File: config.mk
export PLATFORM = sky130hd
export DESIGN_NAME = tdm_slot_tx
export DESIGN_NICKNAME = d
export VERILOG_FILES = /design/src/rtl/tdm_slot_pkg.sv /design/src/rtl/tdm_slot_ctrl.sv /design/src/rtl/tdm_slot_dp.sv /design/src/rtl/tdm_slot_tx.sv
export SDC_FILE = /design/constraint.sdc
export NUM_CORES = 1
export LEC_CHECK = 0
export BUFFER_PORTS_ARGS = -buffer_cell sky130_fd_sc_hd__buf_2
export CAP_MARGIN = 15
export CORE_MARGIN = 4
export CORE_UTILIZATION = 50
export DETAILED_ROUTE_END_ITERATION = 8
export GPL_ROUTABILITY_DRIVEN = 1
export GPL_TIMING_DRIVEN = 0
export PLACE_DENSITY = 0.76
export SETUP_SLACK_MARGIN = 0.1
export SLEW_MARGIN = 20
export SYNTH_ARGS = -nofsm -noshare
export SYNTH_HDL_FRONTEND = slang
export SYNTH_SLANG_ARGS = --single-unit
export TNS_END_PERCENT = 100
File: constraint.sdc
create_clock -name clk -period 3.05 [get_ports clk]
set_input_delay 0 -clock clk [delete_from_list [all_inputs] [get_ports clk]]
set_output_delay 0 -clock clk [all_outputs]
set_load 0.02 [all_outputs]
File: src/rtl/tdm_slot_pkg.sv
package tdm_slot_pkg;
  localparam int NUM_SLOTS  = 48;
  localparam int SLOT_W     = 8;
  localparam int SLOT_IDX_W = $clog2(NUM_SLOTS);
  localparam int BIT_IDX_W  = $clog2(SLOT_W);
  localparam int FRAME_BITS = NUM_SLOTS * SLOT_W;

  // strobes and position from control to datapath
  typedef struct packed {
    logic                  load;
    logic                  active;
    logic [SLOT_IDX_W-1:0] slot;
    logic [BIT_IDX_W-1:0]  bitPos;
  } tdmCtrlT;
endpackage

File: src/rtl/tdm_slot_ctrl.sv
module tdm_slot_ctrl
  import tdm_slot_pkg::*;
(
  input  logic    clk,
  input  logic    rstN,
  input  logic    frameSync,
  output tdmCtrlT ctrl
);
  logic                  activeQ;
  logic [SLOT_IDX_W-1:0] slotQ;
  logic [BIT_IDX_W-1:0]  bitQ;
  logic                  slotDone;
  logic                  frameDone;

  assign slotDone  = (bitQ == BIT_IDX_W'(SLOT_W - 1));
  assign frameDone = slotDone && (slotQ == SLOT_IDX_W'(NUM_SLOTS - 1));

  always_ff @(posedge clk or negedge rstN) begin
    if (!rstN) begin
      activeQ <= 1'b0;
      slotQ   <= '0;
      bitQ    <= '0;
    end else if (frameSync) begin
      activeQ <= 1'b1;
      slotQ   <= '0;
      bitQ    <= '0;
    end else if (activeQ) begin
      if (frameDone) begin
        activeQ <= 1'b0;
        slotQ   <= '0;
        bitQ    <= '0;
      end else if (slotDone) begin
        bitQ  <= '0;
        slotQ <= slotQ + 1'b1;
      end else begin
        bitQ <= bitQ + 1'b1;
      end
    end
  end

  always_comb begin
    ctrl.load   = frameSync;
    ctrl.active = activeQ;
    ctrl.slot   = slotQ;
    ctrl.bitPos = bitQ;
  end
endmodule

File: src/rtl/tdm_slot_dp.sv
module tdm_slot_dp
  import tdm_slot_pkg::*;
#(
  parameter int NUM_CH   = 4,
  parameter int SAMPLE_W = 24
) (
  input  logic                         clk,
  input  logic                         rstN,
  input  tdmCtrlT                      ctrl,
  input  logic [NUM_CH*SAMPLE_W-1:0]   chSample,
  input  logic [NUM_CH*SLOT_IDX_W-1:0] chStart,
  input  logic [NUM_CH-1:0]            chNotAvail,
  input  logic [NUM_SLOTS-1:0]         slotEnable,
  output logic                         sdOut,
  output logic                         sdOe
);
  localparam int SPAN  = (SAMPLE_W + SLOT_W - 1) / SLOT_W;
  localparam int IDX_W = $clog2(SAMPLE_W);

  logic [SAMPLE_W-1:0]   sampleQ [NUM_CH];
  logic [SLOT_IDX_W-1:0] startQ  [NUM_CH];
  logic [NUM_CH-1:0]     naQ;
  logic [NUM_SLOTS-1:0]  maskQ;
  logic [NUM_CH-1:0]     hit;
  logic [NUM_CH-1:0]     bitVal;
  logic                  anyHit;
  logic                  selBit;

  // snapshot of the whole mapping at frame start
  always_ff @(posedge clk or negedge rstN) begin
    if (!rstN) begin
      for (int c = 0; c < NUM_CH; c++) begin
        sampleQ[c] <= '0;
        startQ[c]  <= SLOT_IDX_W'(NUM_SLOTS - 1);
      end
      naQ   <= '0;
      maskQ <= '0;
    end else if (ctrl.load) begin
      for (int c = 0; c < NUM_CH; c++) begin
        sampleQ[c] <= chSample[c*SAMPLE_W +: SAMPLE_W];
        startQ[c]  <= chStart[c*SLOT_IDX_W +: SLOT_IDX_W];
      end
      naQ   <= chNotAvail;
      maskQ <= slotEnable;
    end
  end

  for (genvar c = 0; c < NUM_CH; c++) begin : g_ch
    always_comb begin
      int rel;
      int pos;
      rel       = int'(ctrl.slot) - int'(startQ[c]);
      pos       = rel * SLOT_W + int'(ctrl.bitPos);
      hit[c]    = !naQ[c] && (int'(startQ[c]) < NUM_SLOTS) &&
                  (rel >= 0) && (rel < SPAN) && (pos < SAMPLE_W);
      bitVal[c] = 1'b0;
      if (hit[c]) bitVal[c] = sampleQ[c][IDX_W'(SAMPLE_W - 1 - pos)];
    end
  end

  // lowest index claims the slot
  always_comb begin
    anyHit = 1'b0;
    selBit = 1'b0;
    for (int c = NUM_CH - 1; c >= 0; c--) begin
      if (hit[c]) begin
        anyHit = 1'b1;
        selBit = bitVal[c];
      end
    end
  end

  always_comb begin
    sdOe  = ctrl.active && maskQ[ctrl.slot];
    sdOut = sdOe && anyHit && selBit;
  end
endmodule

File: src/rtl/tdm_slot_tx.sv
module tdm_slot_tx
  import tdm_slot_pkg::*;
#(
  parameter int NUM_CH   = 4,
  parameter int SAMPLE_W = 24
) (
  input  logic                         clk,
  input  logic                         rstN,
  input  logic                         frameSync,
  input  logic [NUM_CH*SAMPLE_W-1:0]   chSample,
  input  logic [NUM_CH*SLOT_IDX_W-1:0] chStart,
  input  logic [NUM_CH-1:0]            chNotAvail,
  input  logic [NUM_SLOTS-1:0]         slotEnable,
  output logic                         sdOut,
  output logic                         sdOe
);
  tdmCtrlT ctrl;

  tdm_slot_ctrl ctrl_i (
    .clk       (clk),
    .rstN      (rstN),
    .frameSync (frameSync),
    .ctrl      (ctrl)
  );

  tdm_slot_dp #(.NUM_CH(NUM_CH), .SAMPLE_W(SAMPLE_W)) dp_i (
    .clk        (clk),
    .rstN       (rstN),
    .ctrl       (ctrl),
    .chSample   (chSample),
    .chStart    (chStart),
    .chNotAvail (chNotAvail),
    .slotEnable (slotEnable),
    .sdOut      (sdOut),
    .sdOe       (sdOe)
  );
endmodule

Word-level counts from Yosys, hierarchy flattened
Cells that the tools add are included.

Bits of input ports: 175. Output and inout port bits: 2. Logic and storage cells: 110. Register bits after elaboration: 182.

Mux-type cells: 33. Add/sub/neg operators: 14. Eq/ne operators: 2. Magnitude comparators: 21. Reduce and logical (&&, ||, !) cells: 27.

Operators by type and width (number): $lt 32x6->1 const B (4); $add 10x4->11 (4); $ge 7x1->1 const B (4); $lt 5x7->1 const B (4); $lt 7x3->1 const B (4); $sub 6x6->7 (4); $lt 6x6->1 const B (4); $mux 6 (4); $bmux 1 s5 (4); $logic_and 1x1->1 (20); $mux 1 (20); $sub 5x5->5 const A (4); $mux 3 (4); $lt 6x7->1 const B (1); $add 6x1->6 const B (1); $bmux 1 s6 (1); $eq 6x6->1 const B (1); $logic_not 1->1 (4); $add 3x1->3 const B (1); $eq 3x3->1 const B (1); $reduce_bool 3->1 (1); $reduce_and 2->1 (1); $reduce_bool 2->1 (1).

Depth between registers and ports, before layout
Word-level depth: 11. Mapped depth: 13. Depth with buffers taken out: 11.

Hierarchy
From an unflattened synthesis, not the netlist that was laid out.

Cell total of the unflattened synthesis: 674. Area total of the unflattened synthesis: 9182.6 µm².

Modules (own cells, without submodules): tdm_slot_dp (area each 8644.5 µm², times used 1, cells each 623); tdm_slot_ctrl (area each 538.0 µm², times used 1, cells each 51).

Worst setup path after synthesis
OpenSTA, ideal clock, no wires.

Path type: flip-flop to output port. From: register ctrl_i.slotQ[0]. To: output sdOut. Stages on the path, launching flop included: 13. Arrival time: 3150 ps. Path buffers: 2. Setup slack: -100 ps. Required time: 3050 ps. Cell sequence: dfrtp_1 -> buf_2 -> clkbuf_1 -> inv_1 -> ha_1 -> fa_1 -> ha_1 -> o311a_1 -> o21ai_0 -> nor2_1 -> or4_1 -> o2111ai_1 -> and4_1.

Cells in the longest elaborated chain, start to end: 11.

Ends and longest elaborated chain: start, declared (line tdm_slot_ctrl.sv:10) `logic [SLOT_IDX_W-1:0] slotQ;`; start signal, assigned (line tdm_slot_ctrl.sv:34) `slotQ <= slotQ + 1'b1;`; $sub 6x6->7 (line tdm_slot_dp.sv:52) `rel = int'(ctrl.slot) - int'(startQ[c]);`; $add 10x4->11 or $ge 7x1->1 (tied branches) (line tdm_slot_dp.sv:53, tdm_slot_dp.sv:55); $sub 5x5->5 or $logic_and 1x1->1 (tied branches) (line tdm_slot_dp.sv:57, tdm_slot_dp.sv:54); $bmux 1 s5 or $logic_and 1x1->1 (tied branches) (line tdm_slot_dp.sv:57, tdm_slot_dp.sv:55); $mux 1 (implied by the code) or $logic_and 1x1->1 (tied branches) (line tdm_slot_dp.sv:57, tdm_slot_dp.sv:55); $mux 1, on equally long branches (line tdm_slot_dp.sv:57, tdm_slot_dp.sv:66); $mux 1 (3 in a row) (line tdm_slot_dp.sv:66) `if (hit[c]) begin`; $mux 1 or $logic_and 1x1->1 (tied branches) (line tdm_slot_dp.sv:66, tdm_slot_dp.sv:75); $logic_and 1x1->1 * (line tdm_slot_dp.sv:75) `sdOut = sdOe && anyHit && selBit;`; end, declared (line tdm_slot_tx.sv:14) `output logic sdOut,`.

Mark *: on every way between the ends. The rest lies on a longest branch, timed or not. The select of a mux whose other input is x is not followed.

Worst setup path after layout
Same ends and word-level chain as after synthesis.

==> results.yml <==
clocking:
  cts_sinks: 182
  h-tree-depth: 4
  clk_path_buf_depth: 2
  tritoncts: "built"
  clk_latency_ns: 0.44
  cts_root_buffer: "clkbuf_16"
  cts.clk_slew.worst_paths_ns: 0.07
  cts-buffers-inserted: 17
cells_and_area:
  drive_above_1_share_pct: 41.4
  layout_common_cells: "buf_2, dlygate4sd3_1, dfrtp_1"
  fin_nets: 1281
  antenna_cells: 0
  post-route-util_pct: 73.4
  fillers: 1121
  final_common_cell: "buf_2"
  synthToLayoutAreaGrowth_pct: 42.2
  final_area_um2: 12900
detailed_routing:
  drt_pass1_iterations: 5
  via_per_inst: 5.55
  drt-initial-drc-count: 362
  avgRoutedWirePerCell_um: 20.8
  vias: 7266
  drc: 0
  final_antenna_net_count: 0
  drt_wl_total_mm: 27.2
setup_path:
  start_kind: "flip-flop"
  reg2reg_from: "ctrl_i.bitQ[0]"
  path_common_cell: "buf_6"
  crit_path_start: "ctrl_i.slotQ[0]"
  cp-end-kind: "output port"
  worstSetupEndpoint: "sdOut"
  reg2reg_slack_ns: 1.17
  cp.arrival_ns: 3.54
  crit_slowest_cell: "fa_2"
  max_stage_delay_ns: 0.59
  cp_max_fo: 2
  rr_worst_depth: 5
  path_cells: "buf_6 > clkbuf_16 > clkinvlp_4 > ha_4 > fa_2 > o22ai_2 > nor4_2 > o21ai_1 > or4_4 > o2111ai_2 > and4_4 > buf_6"
  critPathKind: "reg2out"
  timing.rr.end: "ctrl_i.slotQ[5]"
  worstPathRequired_ns: 3.05
min_path:
  worstHoldPathType: "in2async"
global_routing:
  grt_max_degree: 83
  grt_pass1_wl_mm: 43.2
  grt-ovfl-total: 0
  grt_pass1_vias: 8119
  grt_use_total_pct: 27.8
  antenna_found_initial: 0
sta:
  fmax_ghz: 0.283
  relSlewSlack_pct: 36.4
  finalClockSkew_ns: 0.00702
  tns_ns: -0.488
  maxSlewViolCount: 0
  hold_violations: 0
  worst_pin_slew_ns: 0.955
  setup_viol: 1
  fin_ws_ns: -0.488
  rsz0062_at_grt: "yes"
  min_period_over_period_pct: 116
  fin_crit_ns: 3.54
logic_synthesis:
  yosys_warnings: 0
  synth_area_um2: 9050
  synth_cell_types: 49
  syn_inst: 689
  async_reset_ff_share_pct: 100
  syn_nets: 899
  synth_flop_cell: "dfrtp_1"
  syn_area_per_cell_um2: 13.1
  synth-edff-count: 0
  synth-seq-cells: 182
  seq_area_frac_synth_pct: 50.6
power_and_ir_drop:
  p_leak_nw: 5.68
  ir_drop_mv: 0.462
  power.density_nw_per_um2: 519
  finalPower_w: 0.00667
outcome:
  outcome: "complete, but fails checks"
  violations: "negative setup slack"
placed_design:
  io_buffers: 176
  post-place-ws_ns: -0.472
  gp_congestion: 0.886
  place_area_um2: 10300
  dpl.hpwl_mm: 16.5
floorplan:
  num_rows: 48
  initial_core_util_pct: 51.6
  core-area_um2: 17500
  io_pins: 177
  die_w_um: 143
  die-area_um2: 20300
  die_y_um: 143
run:
  maxCapViolations: 0
## how the worst min path moves through the flow
stage                                  end  cells past startpoint  slack (ns)       start
final                     dp_i.sampleQ[74]                      2        0.04        rstN
after global routing      dp_i.sampleQ[74]                      2        0.08        rstN
after CTS                 dp_i.sampleQ[72]                      2        0.05        rstN
after detailed placement  dp_i.sampleQ[72]                      1       -0.07        rstN
after global placement     dp_i.startQ[19]                      3        0.21  chStart[1]
after floorplan             ctrl_i.activeQ                      0       -0.30        rstN
## synthesized netlist by cell type, types with 3 or more instances
library cell  count  share of area (%)
dfrtp_1         162                 45
mux2_2          158                 20
nand2_1          36                1.5
o21ai_0          35                1.9
inv_1            34                1.4
ha_1             31                4.3
clkbuf_1         25                1.0
mux4_2           25                6.2
mux2i_1          22                2.4
dfstp_2          20                5.8
a21oi_1          16               0.88
nor2_1           13               0.54
nand3_1          10               0.55
buf_2             9               0.50
nor2b_1           8               0.55
o211ai_1          7               0.58
a31oi_1           6               0.41
and3_1            5               0.35
nor3b_1           5               0.41
o22ai_1           5               0.35
fa_1              4               0.88
nor3_1            4               0.22
a2111oi_0         3               0.29
a211oi_1          3               0.25
a21o_1            3               0.25
nand2b_1          3               0.21
nor4_1            3               0.21
o2111ai_1         3               0.29
xnor2_1           3               0.29
## per-layer routing
layer	global-route usage [%]	routed length, um	vias to the layer above	part of all wire (%)
met2	46.9	14100	310	52
met5	0	0	-	0
met3	6.35	1510	90	5.6
met1	33.5	10500	3564	38
li1	-	-	3302	-
met4	13.9	1130	0	4.1
## logic make-up (layout without fill, tap and decap cells)
group	count (synthesis)	in the layout	share of synthesized area (%)
buffers and inverters	71	466	3.15
AND/OR/NAND/NOR	97	97	5.46
XOR/XNOR	5	5	0.484
multiplexers	207	207	28.9
AO/OA/AOI/OAI	92	92	6.27
adder cells (fa/ha/maj)	35	35	5.17
flip-flops	182	182	50.6
## metrics by stage
step | std cells | hold slack (ns)
global placement | 1090 | 0.214
detailed placement | 1092 | -0.0703
global route | 1309 | 0.0813
floorplan | 689 | -0.296
finish | 1309 | 0.0450
CTS | 1308 | 0.0534
## cell type report
class                           count  area (um^2)  share of cell area [%]
Sequential cell                   182         4580                    35.6
Clock inverter                     14          189                    1.47
Inverter                           34          135                    1.05
Timing Repair Buffer              363         2780                    21.6
Multi-Input combinational cell    436         4260                    33.1
Clock buffer                       18          429                    3.33
Tap cell                          225          282                    2.19
Buffer                             37          216                    1.68
## timing repair
item                                    CTS  global route
hold buffers                            174             0
endpoints found under the setup margin    1             2
pin swaps                                11             8
buffers inserted                         10             1
gates resized for setup                  23             7
endpoints found under the hold margin   337             0
## critical path, delay by kind of cell (launching register included)
kind	cells	cell delay [ns]
and+or+nand+nor	3	1.07
adders and majority gates	2	0.78
buffers and inverters	4	0.48
AOI/OAI and AO/OA	3	0.41
DFF	1	0.36
## power by group
group	switching [W]	leakage (nW)	internal, W	total (W)
Clock	0.00104	0.298	0.00132	0.00235
Combinational	0.000677	3.26	0.000847	0.00152
Sequential	0.000136	2.12	0.00266	0.00280
## flip-flops by register name (all words and copies together) (netlist names)
| register | flops |
|---|---|
| dp_i.sampleQ | 96 |
| dp_i.maskQ | 48 |
| dp_i.startQ | 24 |
| ctrl_i.slotQ | 6 |
| dp_i.naQ | 4 |
| ctrl_i.bitQ | 3 |
| ctrl_i.activeQ | 1 |
Note: power is estimated with default switching activity, not from simulation.
